===== config.mk =====
export PLATFORM = sky130hd
export DESIGN_NAME = irq_fiq_ctrl
export DESIGN_NICKNAME = d
export VERILOG_FILES = /design/src/rtl/irqc_pkg.sv /design/src/rtl/irqc_sync.sv /design/src/rtl/irqc_bank.sv /design/src/rtl/irq_fiq_ctrl.sv
export SDC_FILE = /design/constraint.sdc
export NUM_CORES = 1
export LEC_CHECK = 0
export ABC_CLOCK_PERIOD_IN_PS = 1600
export CORE_MARGIN = 2
export CORE_UTILIZATION = 54
export DETAILED_ROUTE_END_ITERATION = 7
export PLACE_DENSITY_LB_ADDON = 0.12
export SYNTH_ARGS = -nofsm -noshare
export SYNTH_HDL_FRONTEND = slang
export SYNTH_HIERARCHICAL = 1
export SYNTH_SLANG_ARGS = --single-unit
export TNS_END_PERCENT = 5

===== constraint.sdc =====
create_clock -name clk_i -period 1.6 [get_ports clk_i]
set_input_delay 0.16 -clock clk_i [delete_from_list [all_inputs] [get_ports clk_i]]
set_output_delay 0.16 -clock clk_i [all_outputs]
set_load 0.03 [all_outputs]

===== src/rtl/irqc_pkg.sv =====
package irqc_pkg;
  typedef logic [2:0] reg_idx_t;
  localparam reg_idx_t REG_SRC  = 3'd0;
  localparam reg_idx_t REG_MASK = 3'd1;
  localparam reg_idx_t REG_CLR  = 3'd2;
  localparam reg_idx_t REG_MODE = 3'd3;
  localparam reg_idx_t REG_LVL  = 3'd4;
  localparam reg_idx_t REG_STAT = 3'd5;
endpackage


===== src/rtl/irqc_sync.sv =====
module irqc_sync #(
  parameter int unsigned W = 32
) (
  input  logic         clk_i,
  input  logic         rst_ni,
  input  logic [W-1:0] async_i,
  output logic [W-1:0] sync_o,
  output logic [W-1:0] prev_o
);
  logic [W-1:0] meta_q, sync_q, prev_q;

  always_ff @(posedge clk_i or negedge rst_ni) begin
    if (!rst_ni) begin
      meta_q <= '0;
      sync_q <= '0;
      prev_q <= '0;
    end else begin
      meta_q <= async_i;
      sync_q <= meta_q;
      prev_q <= sync_q;
    end
  end

  assign sync_o = sync_q;
  assign prev_o = prev_q;
endmodule


===== src/rtl/irqc_bank.sv =====
module irqc_bank
  import irqc_pkg::*;
#(
  parameter int unsigned N = 32
) (
  input  logic         clk_i,
  input  logic         rst_ni,
  input  logic         wr_i,
  input  reg_idx_t     idx_i,
  input  logic [N-1:0] wdata_i,
  input  logic [N-1:0] sync_i,
  input  logic [N-1:0] prev_i,
  output logic [N-1:0] rdata_o,
  output logic         req_o
);
  logic [N-1:0] mask_q, mode_q, lvl_q, lat_q, lat_d;
  logic [N-1:0] rise, fall, edge_hit, clr_vec, src, stat;

  assign rise     = sync_i & ~prev_i;
  assign fall     = ~sync_i & prev_i;
  assign edge_hit = mode_q & ((lvl_q & fall) | (~lvl_q & rise));
  assign clr_vec  = (wr_i && idx_i == REG_CLR) ? wdata_i : '0;
  // a fresh edge wins over a coincident clear
  assign lat_d    = ((lat_q & ~clr_vec) | edge_hit) & mode_q;

  always_ff @(posedge clk_i or negedge rst_ni) begin
    if (!rst_ni) begin
      mask_q <= '0;
      mode_q <= '0;
      lvl_q  <= '0;
      lat_q  <= '0;
    end else begin
      lat_q <= lat_d;
      if (wr_i) begin
        case (idx_i)
          REG_MASK: mask_q <= wdata_i;
          REG_MODE: mode_q <= wdata_i;
          REG_LVL:  lvl_q  <= wdata_i;
          default: ;
        endcase
      end
    end
  end

  assign src   = (mode_q & lat_q) | (~mode_q & (sync_i ^ lvl_q));
  assign stat  = src & mask_q;
  assign req_o = |stat;

  always_comb begin
    case (idx_i)
      REG_SRC:  rdata_o = src;
      REG_MASK: rdata_o = mask_q;
      REG_MODE: rdata_o = mode_q;
      REG_LVL:  rdata_o = lvl_q;
      REG_STAT: rdata_o = stat;
      default:  rdata_o = '0;
    endcase
  end

  AST_EDGE_STICKY: assert property (@(posedge clk_i) disable iff (!rst_ni)
    (|edge_hit && !(wr_i && idx_i == REG_MODE)) |=> ((src & $past(edge_hit)) == $past(edge_hit)))
    else $error("edge not latched");

  AST_CLEAR_DROPS: assert property (@(posedge clk_i) disable iff (!rst_ni)
    (wr_i && idx_i == REG_CLR) |=> ((lat_q & $past(wdata_i & ~edge_hit)) == '0))
    else $error("latch survived clear");

  AST_MASK_HOLD: assert property (@(posedge clk_i) disable iff (!rst_ni)
    !(wr_i && idx_i == REG_MASK) |=> $stable(mask_q))
    else $error("mask changed without write");

  AST_REQ_QUIET: assert property (@(posedge clk_i) disable iff (!rst_ni)
    (mask_q == '0) |-> !req_o)
    else $error("request with empty mask");
endmodule


===== src/rtl/irq_fiq_ctrl.sv =====
module irq_fiq_ctrl
  import irqc_pkg::*;
#(
  parameter int unsigned N_LINES = 32,
  parameter int unsigned DATA_W  = 32,
  parameter int unsigned ADDR_W  = 6
) (
  input  logic               clk_i,
  input  logic               rst_ni,
  input  logic [N_LINES-1:0] lines_i,
  input  logic               wr_en_i,
  input  logic [ADDR_W-1:0]  addr_i,
  input  logic [DATA_W-1:0]  wdata_i,
  output logic [DATA_W-1:0]  rdata_o,
  output logic               irq_o,
  output logic               fiq_o
);
  localparam int unsigned N_BANKS  = 2;
  localparam int unsigned BANK_BIT = 5;

  logic [N_LINES-1:0] sync_s, prev_s;
  logic [N_LINES-1:0] bank_rd [N_BANKS];
  logic [N_BANKS-1:0] bank_req;
  reg_idx_t           idx;
  logic               bank_sel;
  logic               unused_addr;

  assign idx         = addr_i[4:2];
  assign bank_sel    = addr_i[BANK_BIT];
  assign unused_addr = ^addr_i[1:0];

  irqc_sync #(.W(N_LINES)) u_sync (
    .clk_i  (clk_i),
    .rst_ni (rst_ni),
    .async_i(lines_i),
    .sync_o (sync_s),
    .prev_o (prev_s)
  );

  for (genvar b = 0; b < N_BANKS; b++) begin : g_bank
    irqc_bank #(.N(N_LINES)) u_bank (
      .clk_i  (clk_i),
      .rst_ni (rst_ni),
      .wr_i   (wr_en_i && (bank_sel == 1'(b))),
      .idx_i  (idx),
      .wdata_i(wdata_i[N_LINES-1:0]),
      .sync_i (sync_s),
      .prev_i (prev_s),
      .rdata_o(bank_rd[b]),
      .req_o  (bank_req[b])
    );
  end

  if (N_LINES < DATA_W) begin : g_pad
    logic unused_wdata;
    assign unused_wdata = ^wdata_i[DATA_W-1:N_LINES];
    assign rdata_o = {{(DATA_W-N_LINES){1'b0}}, bank_rd[bank_sel]};
  end else begin : g_full
    assign rdata_o = bank_rd[bank_sel];
  end

  assign irq_o = bank_req[0];
  assign fiq_o = bank_req[1];
endmodule


After elaboration in Yosys (flattened, before gate mapping)
Cells that the tools add are included.

Bits in registers: 352.

Bitwise operators: 36. Magnitude comparators: 1. Reduce and logical (&&, ||, !) cells: 13. Equality and inequality tests: 5. Mux-type cells: 7.

Operators by type and width (count): AND 32 bit (18); one-hot mux 32 bit (5 select lines) (2); NOT 32 bit (8); OR 32 bit (6); two-way mux 32 bit (5); OR reduction 32 bit (2); bitwise XOR 32 bit (2); AND reduction 2 bit (6); == test 3 x 2 -> 1 bit (second input constant) (2); == test 3 bit (second input constant) (2); logical AND 1 bit (4); == test 3 x 1 -> 1 bit (second input constant) (1); logical NOT 3 bit (1); >= comparator 2 bit (second input constant) (1); NOT 1 -> 2 bit (1); NOT 1 bit (1).

Depth between registers and ports, before layout
Gate-level depths: netlist (run 1).

Depth in word-level cells: 8. Mapped depth: 9. Depth with buffers taken out: 6.

Modules after synthesis
Netlist (run 1), hierarchy kept.

Modules (own cells, without submodules): irqc_bank (cells an instance 703, sequential area each 3203.1 um^2, instances 2, area each 7240.7 um^2); irqc_sync (cells an instance 96, sequential area each 2402.3 um^2, instances 1, area each 2402.3 um^2); irq_fiq_ctrl (cells an instance 38, sequential area each 0.0 um^2, instances 1, area each 544.3 um^2).

Worst setup path before layout (run 1)
OpenSTA, ideal clock, no wires.

Path type: input to output. Start point: in addr_i[3]. End point: out rdata_o[1]. Cell stages on the path: 5. Slack: -0.078 ns. Data arrival time: 1.518 ns. Data required time: 1.440 ns. Cell sequence: buf_2 clkbuf_1 mux2i_1 o221ai_1 mux2_2.

RTL lines: start: declaration (RTL line irq_fiq_ctrl.sv:12) `input logic [ADDR_W-1:0] addr_i,`; end: declaration (RTL line irq_fiq_ctrl.sv:14) `output logic [DATA_W-1:0] rdata_o,`.

Final worst setup path (run 1)
Start point: reg u_sync.sync_q[26], in the netlist u_sync/sync_o[26]. End point: out irq_o.

Longest elaborated chain between the ends: 5.

Ends and longest elaborated chain: start: declaration (RTL line irqc_sync.sv:10) `logic [W-1:0] meta_q, sync_q, prev_q;`; start signal: assignment (RTL line irqc_sync.sv:19) `sync_q <= meta_q;`; bitwise XOR 32 bit (RTL line irqc_bank.sv:45) `assign src = (mode_q & lat_q) | (~mode_q & (sync_i ^ lvl_q));`; AND 32 bit (RTL line irqc_bank.sv:45); OR 32 bit (RTL line irqc_bank.sv:45); AND 32 bit (RTL line irqc_bank.sv:46) `assign stat = src & mask_q;`; OR reduction 32 bit (RTL line irqc_bank.sv:47) `assign req_o = |stat;`; end: declaration (RTL line irq_fiq_ctrl.sv:15) `output logic irq_o,`.

Every way passes these cells.

==> results of run 1 <==
[logic make-up after synthesis]
logic type	after synthesis	synth area share, %
XOR/XNOR	64	3.216
AND/OR/NAND/NOR	366	10.19
AO/OA/AOI/OAI	364	14.75
flip-flops	352	50.54
buffers and inverters	106	2.793
multiplexers	288	18.51
[cells in the mapped netlist, drive strengths merged]
cell type and instances:
o22ai 12, nor2b 9, inv 34, o221ai 64
o211ai 30, o31a 56, o21ai 64, a21boi 56
clkbuf 36, a21oi 64, nand2 170, and2 3
nor4 4, a221oi 8, buf 36, o2111ai 10
or2 2, and3b 2, dfrtp 352, mux2i 98
nor3b 60, nand3 4, nor2 74, xor2 64
mux2 190, nor3 6, nand2b 32
[power breakdown]
| part | internal, mW | total [mW] | switching [mW] | leakage (nW) |
|---|---|---|---|---|
| combinational | 5.14 | 9.65 | 4.51 | 5.65 |
| sequential | 10.5 | 11.6 | 1.18 | 4.30 |
| clock | 5.81 | 9.49 | 3.68 | 0.671 |
[critical path, stage by stage (launching register included)]
cell and delay [ns]:
dfrtp_2 0.45, xor2_2 0.17, o211ai_1 0.28, o2111ai_2 0.21, buf_4 0.21, nor4_4 0.19, buf_4 0.18, nand3_4 0.07
buf_6 0.16
[layout by cell type, fill, tap and decap left out, types with 7 or more instances in the layout]
cell type | Yosys | routed
nor2b_1 | 9 | 8
a221oi_1 | 8 | 7
buf_12 | 2 | 55
dfrtp_2 | 0 | 21
o21ai_1 | 34 | 56
inv_1 | 34 | 34
clkbuf_1 | 36 | 7
o211ai_1 | 30 | 30
mux2_1 | 158 | 158
dfrtp_1 | 352 | 331
a21oi_1 | 64 | 64
clkbuf_16 | 0 | 40
buf_4 | 0 | 308
nor3b_1 | 56 | 56
nor2_1 | 74 | 74
o31a_1 | 56 | 56
clkbuf_8 | 0 | 9
o22ai_1 | 12 | 12
buf_6 | 1 | 14
clkdlybuf4s50_1 | 0 | 65
o221ai_1 | 64 | 41
mux2_4 | 28 | 31
mux2i_1 | 98 | 94
o221ai_2 | 0 | 22
nand2_1 | 170 | 170
xor2_1 | 64 | 58
a21boi_1 | 56 | 56
nand2b_1 | 32 | 30
[final cells by class]
class | instances | share of cell area [%]
flip-flops and latches | 352 | 37.29
multi-input cells | 1082 | 36.27
repair buffers | 447 | 18.03
clock buffers | 56 | 4.858
well taps | 402 | 2.123
clock inverters | 13 | 0.8661
inverters | 34 | 0.5387
diodes | 2 | 0.02112
[sequential cells by signal, indices dropped and copies added, names as in the netlist]
| signal | cells |
|---|---|
| g_bank.u_bank/lat_q | 64 |
| g_bank.u_bank/lvl_q | 64 |
| g_bank.u_bank/mask_q | 64 |
| g_bank.u_bank/mode_q | 64 |
| u_sync/meta_q | 32 |
| u_sync/prev_o | 32 |
| u_sync/sync_o | 32 |
[layer usage]
layer | vias up | routed length, um | track usage (%)
met5 | - | 0 | 0
met4 | 0 | 2305 | 14.59
met3 | 147 | 3350 | 5.784
met2 | 510 | 24480 | 50.11
met1 | 7178 | 21260 | 40.67
li1 | 6442 | - | -
[what timing repair did]
action	4_1_cts	5_1_grt
gates resized for setup	105	22
hold buffers	1	0
hold endpoints to repair	352	0
buffers inserted	22	2
setup endpoints to repair	249	83
pin swaps	50	7
[through the flow]
stage          instances  TNS [ns]  worst slack, ns  util, %  cell area, um^2
3_3_place_gp        2301   -164.52          -0.8600    68.67            21720
2_1_floorplan       1540   -0.6636         -0.04361        -            17440
5_1_grt             2388    -21.86           -1.080    74.89            23690
4_1_cts             2384    -19.79           -1.050    74.54            23580
6_report            2388    -19.48           -1.037    74.89            23690
3_5_place_dp        2301   -174.71          -0.8735    68.67            21720
[worst max path at each step]
stage	end	slack, ns
final	irq_o	-1.04
after detailed placement	irq_o	-0.87
after global placement	irq_o	-0.86
after CTS	irq_o	-1.05
after global routing	irq_o	-1.08
after floorplan	rdata_o[0]	-0.04
==> flow_summary.ini, run 1 <==
[sta]
slew_headroom_pct = 66.67
rsz0062_at_grt = yes
setup_viol = 34
min_period_over_period_pct = 164.8
hold_ws_ns = 0.04278
fin_crit_ns = 2.637
maxSlewViolCount = 0
hold_viol = 0
fmax_ghz = 0.3792
worst_pin_slew_ns = 0.4954
setup_ws_ns = -1.037
finalClockSkew_ns = 0.02410

[grt]
grt_pass1_vias = 14720
grt_overflow = 0
antenna_found_initial = 2
grt_pass1_wl_um = 80570
grt_use_total_pct = 31.03
grt_max_degree = 62

[pwr]
p_leak_nw = 10.62
power_mw = 30.78
peakVddDrop_v = 0.0008941
powerDensity_mw_per_mm2 = 1299

[cts]
cts_buffers = 39
cts.reportedPaths.clkPinSlew_ns = 0.06
clock_path_buffers = 3
cts-root-buf = clkbuf_16
cts_tree = done
clk-insertion-delay-late_ns = 0.55
cts.sink_count = 352
htree_levels = 2

[hold_path]
hp-class = input port to register
min_from = lines_i[20]
whs_endpoint = u_sync/meta_q[20]
holdPathStages = 1

[route]
vias_per_cell = 5.979
wl_per_cell_um = 21.52
firstDrtPassIters = 5
drt_wl_total_um = 51390
drtIter0Drc = 1178
postRouteAntennaNets = 0
drc = 0
vias = 14280

[setup_path]
critPathArrivalTime_ns = 2.48
cp-end-kind = primary output
cp.required_ns = 1.44
ff2ff_path_depth = 5
startpoint = u_sync/sync_o[26]
critPathKind = register to primary output
crit_fanout = 3
rrSetupSlack_ns = 0.35
r2r_start = u_sync/sync_o[19]
start_kind = register
rr_endpoint = g_bank[0].u_bank/lat_q[19]

[logic_synthesis]
syn_area_mm2 = 0.01743
ys_ff_latch = 352
syn-num-nets = 1613
ys_warn_count = 6
synth_cell_type_count = 36
syn_inst = 1540
synth_area_per_cell_um2 = 11.32
netlist_top_cells_area = dfrtp_1 (51%), mux2_1 (10%), mux2i_1 (5.6%), nand2_1 (3.7%), o221ai_1 (3.2%)
seq_area_frac_synth_pct = 50.54
netlist.area_leader.share_pct = 50.54
synth_top_area_cell = dfrtp_1

[outcome]
status = finished, violations left
failed_checks = negative setup slack

[floorplanning]
initial_core_util_pct = 55.09
row_count = 65
core-area_mm2 = 0.03164
dieArea_mm2 = 0.03373
die-height_um = 183.7
boundaryPins = 107
die_x_um = 183.7

[finish]
layout.nets = 2029
num-fill-cells = 2146
drive_gt1_share_pct = 28.13
areaGrowthSynthToFinish_pct = 35.95
multiInputGateArea_mm2 = 0.008594
regArea_mm2 = 0.008835

[placed_design]
dp_hpwl_um = 34220
gp_congestion = 0.8475
numPortBuffers = 104

[run]
cap_violations = 0
(Power assumes the default switching activity.)
==> run 2, diff against run 1 <==
ABC_CLOCK_PERIOD_IN_PS = 2400   (was 1600)
CAP_MARGIN = 20   (was default)
PLACE_DENSITY = 0.73   (was default)
PLACE_DENSITY_LB_ADDON = default   (was 0.12)
clock period = 2.4 ns   (was 1.6 ns; I/O delays follow)
==> run 2 against run 1 <==
The run still ends with negative setup slack left. Clock power shrank 37%. Clock-buffer cell count is the same. Largest power group unchanged. Die area is the same. Flip-flop and latch count is the same. Clock skew shrank 0.017 ns. Total power shrank 40%. Utilization shrank 7.6 points. Sequential power shrank 30%. Highest routed layer unchanged. Worst hold slack gained 0.11 ns. First-iteration DRC count shrank 16%. Final cell count shrank 10%.
==> flow_summary.ini, run 2 (same netlist as run 1, synthesis figures left out) <==
[outcome]
status = finished, violations left
failed_checks = negative setup slack

[grt]
grt_pass1_wl_um = 73170
grt_pass1_vias = 12970
grt_max_degree = 66
grt_use_total_pct = 27.95
grt_overflow = 0
antenna_found_initial = 0

[route]
firstDrtPassIters = 5
drt_wl_total_um = 46500
postRouteAntennaNets = 0
vias_per_cell = 6.137
drtIter0Drc = 989
vias = 13130
drc = 0
wl_per_cell_um = 21.74

[pwr]
p_comb_share_pct = 23.8
sw_frac_of_total_pct = 30.48
powerDensity_mw_per_mm2 = 868.0
power_mw = 18.47
power.internal_mw = 12.84
switching_power_mw = 5.629
peakVddDrop_v = 0.0005916
clockPowerShare_pct = 32.4
p_seq_share_pct = 43.7
p_leak_nw = 9.296

[setup_path]
r2r_start = u_sync/sync_o[17]
start_kind = register
cp.required_ns = 2.16
rr_endpoint = g_bank[0].u_bank/lat_q[17]
crit_fanout = 3
critPathKind = register to primary output
critPathArrivalTime_ns = 2.40
cp-end-kind = primary output
rrSetupSlack_ns = 1.21
ff2ff_path_depth = 4

[finish]
final_cell_mix = dfrtp_1 (348), nand2_1 (170), mux2_1 (158)
num-fill-cells = 2341
multiInputGateArea_mm2 = 0.008285
areaGrowthSynthToFinish_pct = 22.10
final_common_cell = dfrtp_1
regArea_mm2 = 0.008813
drive_gt1_share_pct = 14.91
layout.nets = 1784
postLayoutCellArea_mm2 = 0.02128
final_core_util_pct = 67.27
antenna_cells = 0

[placed_design]
numPortBuffers = 104
dp_hpwl_um = 30570
place_area_mm2 = 0.01983
gp_congestion = 0.8246

[cts]
cts_tree = done
cts-root-buf = clkbuf_16
clock_path_buffers = 3
htree_levels = 2
cts_buffers = 39
cts.sink_count = 352
cts.reportedPaths.clkPinSlew_ns = 0.06
clk-insertion-delay-late_ns = 0.51

[sta]
fin_crit_ns = 2.636
slew_headroom_pct = 58.49
hold_ws_ns = 0.1559
maxSlewViolCount = 0
setup_tns_ns = -0.4613
fmax_ghz = 0.3794
worst_pin_slew_ns = 0.6226
hold_viol = 0
min_period_over_period_pct = 109.8
finalClockSkew_ns = 0.006796
rsz0062_at_grt = yes
setup_ws_ns = -0.2355
setup_viol = 2

[hold_path]
min_from = lines_i[19]
holdPathStages = 1
hp-class = input port to register
whs_endpoint = u_sync/meta_q[19]

[floorplanning]
core-area_mm2 = 0.03164
die_x_um = 183.7
row_count = 65
initial_core_util_pct = 55.09
dieArea_mm2 = 0.03373
die-height_um = 183.7
boundaryPins = 107

[run]
cap_violations = 0
==> run 2: power by group through the flow <==
stage	sequential, mW	clock, mW	combinational [mW]
final	8.08	5.99	4.40
after global routing	8.24	6.36	4.78
after CTS	8.05	6.10	4.38
after detailed placement	8.14	0	4.25
after global placement	8.07	0	4.13
after floorplan	7.87	0	2.70
==> run 2: worst max-delay path by stage <==
| stage | depth (start not counted) | end | start |
|---|---|---|---|
| final | 7 | irq_o | u_sync/sync_o[18] |
| after global routing | 7 | irq_o | u_sync/sync_o[26] |
| after CTS | 7 | irq_o | u_sync/sync_o[31] |
| after detailed placement | 7 | rdata_o[27] | addr_i[2] |
| after global placement | 7 | rdata_o[27] | addr_i[2] |
| after floorplan | 5 | rdata_o[1] | addr_i[3] |
==> run 2: metal layers <==
layer / wire [um] / GRT usage (%)
met5: 0 / 0
met3: 2946 / 3.903
met2: 21810 / 44.78
met1: 20200 / 39.28
met4: 1547 / 9.600
==> run 2: cell type report <==
class | count | area share, %
Clock buffer | 56 | 5.556
Timing Repair Buffer | 202 | 10.62
Tap cell | 402 | 2.364
Inverter | 34 | 0.5997
Multi-Input combinational cell | 1082 | 38.93
Sequential cell | 352 | 41.42
Clock inverter | 11 | 0.5115
==> run 2: per-stage QoR <==
stage,cells,worst slack [ns]
after global routing,2139,-0.3750
after detailed placement,2066,-0.06779
after CTS,2137,-0.2565
after global placement,2066,-0.08410
final,2139,-0.2355
after floorplan,1540,0.5622
==> run 2: what timing repair did <==
item                                    CTS  global route
setup buffers                             3             2
resized for setup                        19             5
endpoints found under the setup margin   26             4
pin swaps                                 8             6
hold buffers                              1             0
endpoints found under the hold margin    57             0
==> run 2: worst max-delay path, cell delays in order, from the launching register on <==
cell       delay [ns]
dfrtp_1          0.42
xor2_1           0.19
o211ai_1         0.29
o2111ai_2        0.25
nor4_2           0.32
buf_4            0.18
nand3_4          0.08
buf_6            0.16
==> run 3, diff against run 2 <==
PLACE_DENSITY = 0.74   (was 0.73)
SETUP_SLACK_MARGIN = 0.4   (was default)
SYNTH_HIERARCHICAL = default   (was 1)
==> run 3 against run 2 <==
The run still ends with negative setup slack left. Sequential power about the same. Clock-buffer cell count decreased by 4. Final area increased by 3.3%. Final cell count increased by 1.0%. Synthesized area decreased by 2.0%. Setup slack got worse by 0.39 ns. Global-route usage increased by 1.6 points. Critical path type unchanged. Largest cell class unchanged.
==> flow_summary.ini, run 3 <==
[logic_synthesis]
synth_fa_ha_area_share_pct = 0
ys_ff_latch = 352
synth_ff_type = dfrtp_1
synthMuxAreaShare_pct = 14.24
yosys-top-cells-count = dfrtp_1 (352), mux2_2 (182), nor2b_1 (110), nand2_1 (107), a21oi_1 (85)
synth_most_common_cell = dfrtp_1
syn_area_mm2 = 0.01708
syn_inst = 1511
synth_xor_area_share_pct = 3.282
synth_cell_type_count = 52
ys_warn_count = 0
synth_top_family_by_area = compound AO/OA/AOI/OAI gates
synth_area_per_cell_um2 = 11.30
netlist_top_cells_area = dfrtp_1 (52%), mux2_2 (12%), nor2b_1 (4.0%), xor2_1 (2.8%), a221oi_1 (2.6%)
synth_compound_area_share_pct = 16.51
synth_edf_count = 0
async_reset_ff_share_pct = 100.0
synth_top_area_cell = dfrtp_1
seq_area_frac_synth_pct = 51.57
yosys.area_share.simple_pct = 11.71
netlist.area_leader.share_pct = 51.57
syn-num-nets = 1584

[finish]
areaGrowthSynthToFinish_pct = 28.71
postLayoutCellArea_mm2 = 0.02198
final_cell_mix = dfrtp_1 (329), mux2_2 (182), nor2b_1 (106), buf_4 (106), nand2_1 (105)
antenna_cells = 0
layout.nets = 1802
final_common_cell = dfrtp_1
drive_gt1_share_pct = 31.95

[pwr]
peakVddDrop_v = 0.0006535
powerDensity_mw_per_mm2 = 849.5
p_leak_nw = 9.277

[floorplanning]
boundaryPins = 107
core-area_mm2 = 0.03131
die_x_um = 181.8
initial_core_util_pct = 54.55
row_count = 65
dieArea_mm2 = 0.03307
die-height_um = 181.8

[cts]
cts-root-buf = clkbuf_16
cts_setup_buffers = 0
clk-insertion-delay-late_ns = 0.53
cts.sink_count = 352
clock_path_buffers = 3
htree_levels = 2
cts_buffers = 39
cts.reportedPaths.clkPinSlew_ns = 0.06
cts_tree = done

[sta]
slew_headroom_pct = 60.45
hold_ws_ns = 0.1338
setup_ws_ns = -0.6269
min_period_over_period_pct = 126.1
maxSlewViolCount = 0
worst_pin_slew_ns = 0.5933
setup_tns_ns = -1.368
fin_crit_ns = 3.027
rsz0062_at_grt = yes
finalClockSkew_ns = 0.009279
fmax_ghz = 0.3304
setup_viol = 8
hold_viol = 0

[setup_path]
cp.required_ns = 2.16
cp-end-kind = primary output
crit_fanout = 2
path_cells = xor2_1 -> o211ai_1 -> buf_4 -> o2111ai_4 -> or4_1 -> or4_4 -> buf_6
slowest_stage = or4_1
critPathKind = register to primary output
start_kind = register
slowest_delay_ns = 0.49
critPathArrivalTime_ns = 2.79

[grt]
grt_pass1_vias = 13550
grt_max_degree = 73
antenna_found_initial = 0
grt_use_total_pct = 29.56
grt_pass1_wl_um = 76350
grt_overflow = 0

[route]
firstDrtPassIters = 5
vias_per_cell = 6.266
postRouteAntennaNets = 0
wl_per_cell_um = 22.36
drc = 0
drt_wl_total_um = 48320
vias = 13540
drtIter0Drc = 1161

[placed_design]
place_area_mm2 = 0.02015
numPortBuffers = 104
dp_hpwl_um = 32240
gp_congestion = 0.8823

[hold_path]
hp-class = input port to register

[outcome]
failed_checks = negative setup slack
status = finished, violations left

[run]
cap_violations = 0
-- run 3: cells by family after synthesis --
kind of cell           after synthesis
multiplexers                       220
AO/OA/AOI/OAI                      395
XOR/XNOR                            64
AND/OR/NAND/NOR                    379
flip-flops                         352
buffers and inverters              101
-- run 3: what timing repair did --
action,4_1_cts,5_1_grt
endpoints found under the setup margin,42,34
hold endpoints to repair,63,0
hold buffers,1,0
gates resized for setup,115,51
pin swaps,82,68
-- run 3: layout make-up --
class	count	area, um^2
clock buffer	52	1085
multi-input combinational	1058	8404
inverter	24	93.84
fill	2146	9328
sequential	352	8837
tap	402	503.0
clock inverter	19	186.4
timing repair buffer	254	2874
-- run 3: critical path: cells and delay by family (launching register included) --
| family | cells | cell delay (ns) |
|---|---|---|
| AND/OR/NAND/NOR | 2 | 0.95 |
| AO/OA/AOI/OAI | 2 | 0.39 |
| flip-flops | 1 | 0.38 |
| buffers and inverters | 2 | 0.35 |
| XOR/XNOR | 1 | 0.18 |
-- run 3: final timing paths --
path | from | end | slack (ns) | depth (start not counted)
setup / recovery | u_sync.sync_o[2] | irq_o | -0.63 | 7
hold / removal | lines_i[12] | u_sync.meta_q[12] | 0.13 | 1
setup reg to reg | u_sync.sync_o[25] | g_bank[0].u_bank.lat_q[25] | 1.09 | 4
hold reg to reg | u_sync.meta_q[25] | u_sync.sync_o[25] | 0.35 | 0
max in group asynchronous | rst_ni | g_bank[0].u_bank.lvl_q[0] | 1.29 | 3
min in group asynchronous | rst_ni | g_bank[0].u_bank.lat_q[17] | 0.27 | 2
-- run 3: report_power, final --
part           switching [mW]  internal, mW
clock network            2.44          3.51
logic                    2.19          2.43
registers                1.12          6.98
-- run 3: per-stage QoR --
step / setup slack, ns / instances / total power [mW] / utilization (%)
final: -0.6269 / 2161 / 18.67 / 70.21
after global routing: -0.6361 / 2161 / 19.54 / 70.21
after CTS: -0.6196 / 2161 / 18.56 / 69.47
after detailed placement: -0.2440 / 2089 / 12.34 / 64.36
after global placement: -0.1676 / 2089 / 12.15 / 64.36
after floorplan: 0.2831 / 1511 / 10.39 / -
-- run 3: layer usage --
layer / track usage [%] / routed length (um) / vias up
li1: - / - / 6013
met2: 47.98 / 23180 / 555
met3: 5.114 / 3642 / 110
met1: 40.65 / 20100 / 6862
met4: 9.561 / 1397 / 0
met5: 0 / 0 / -
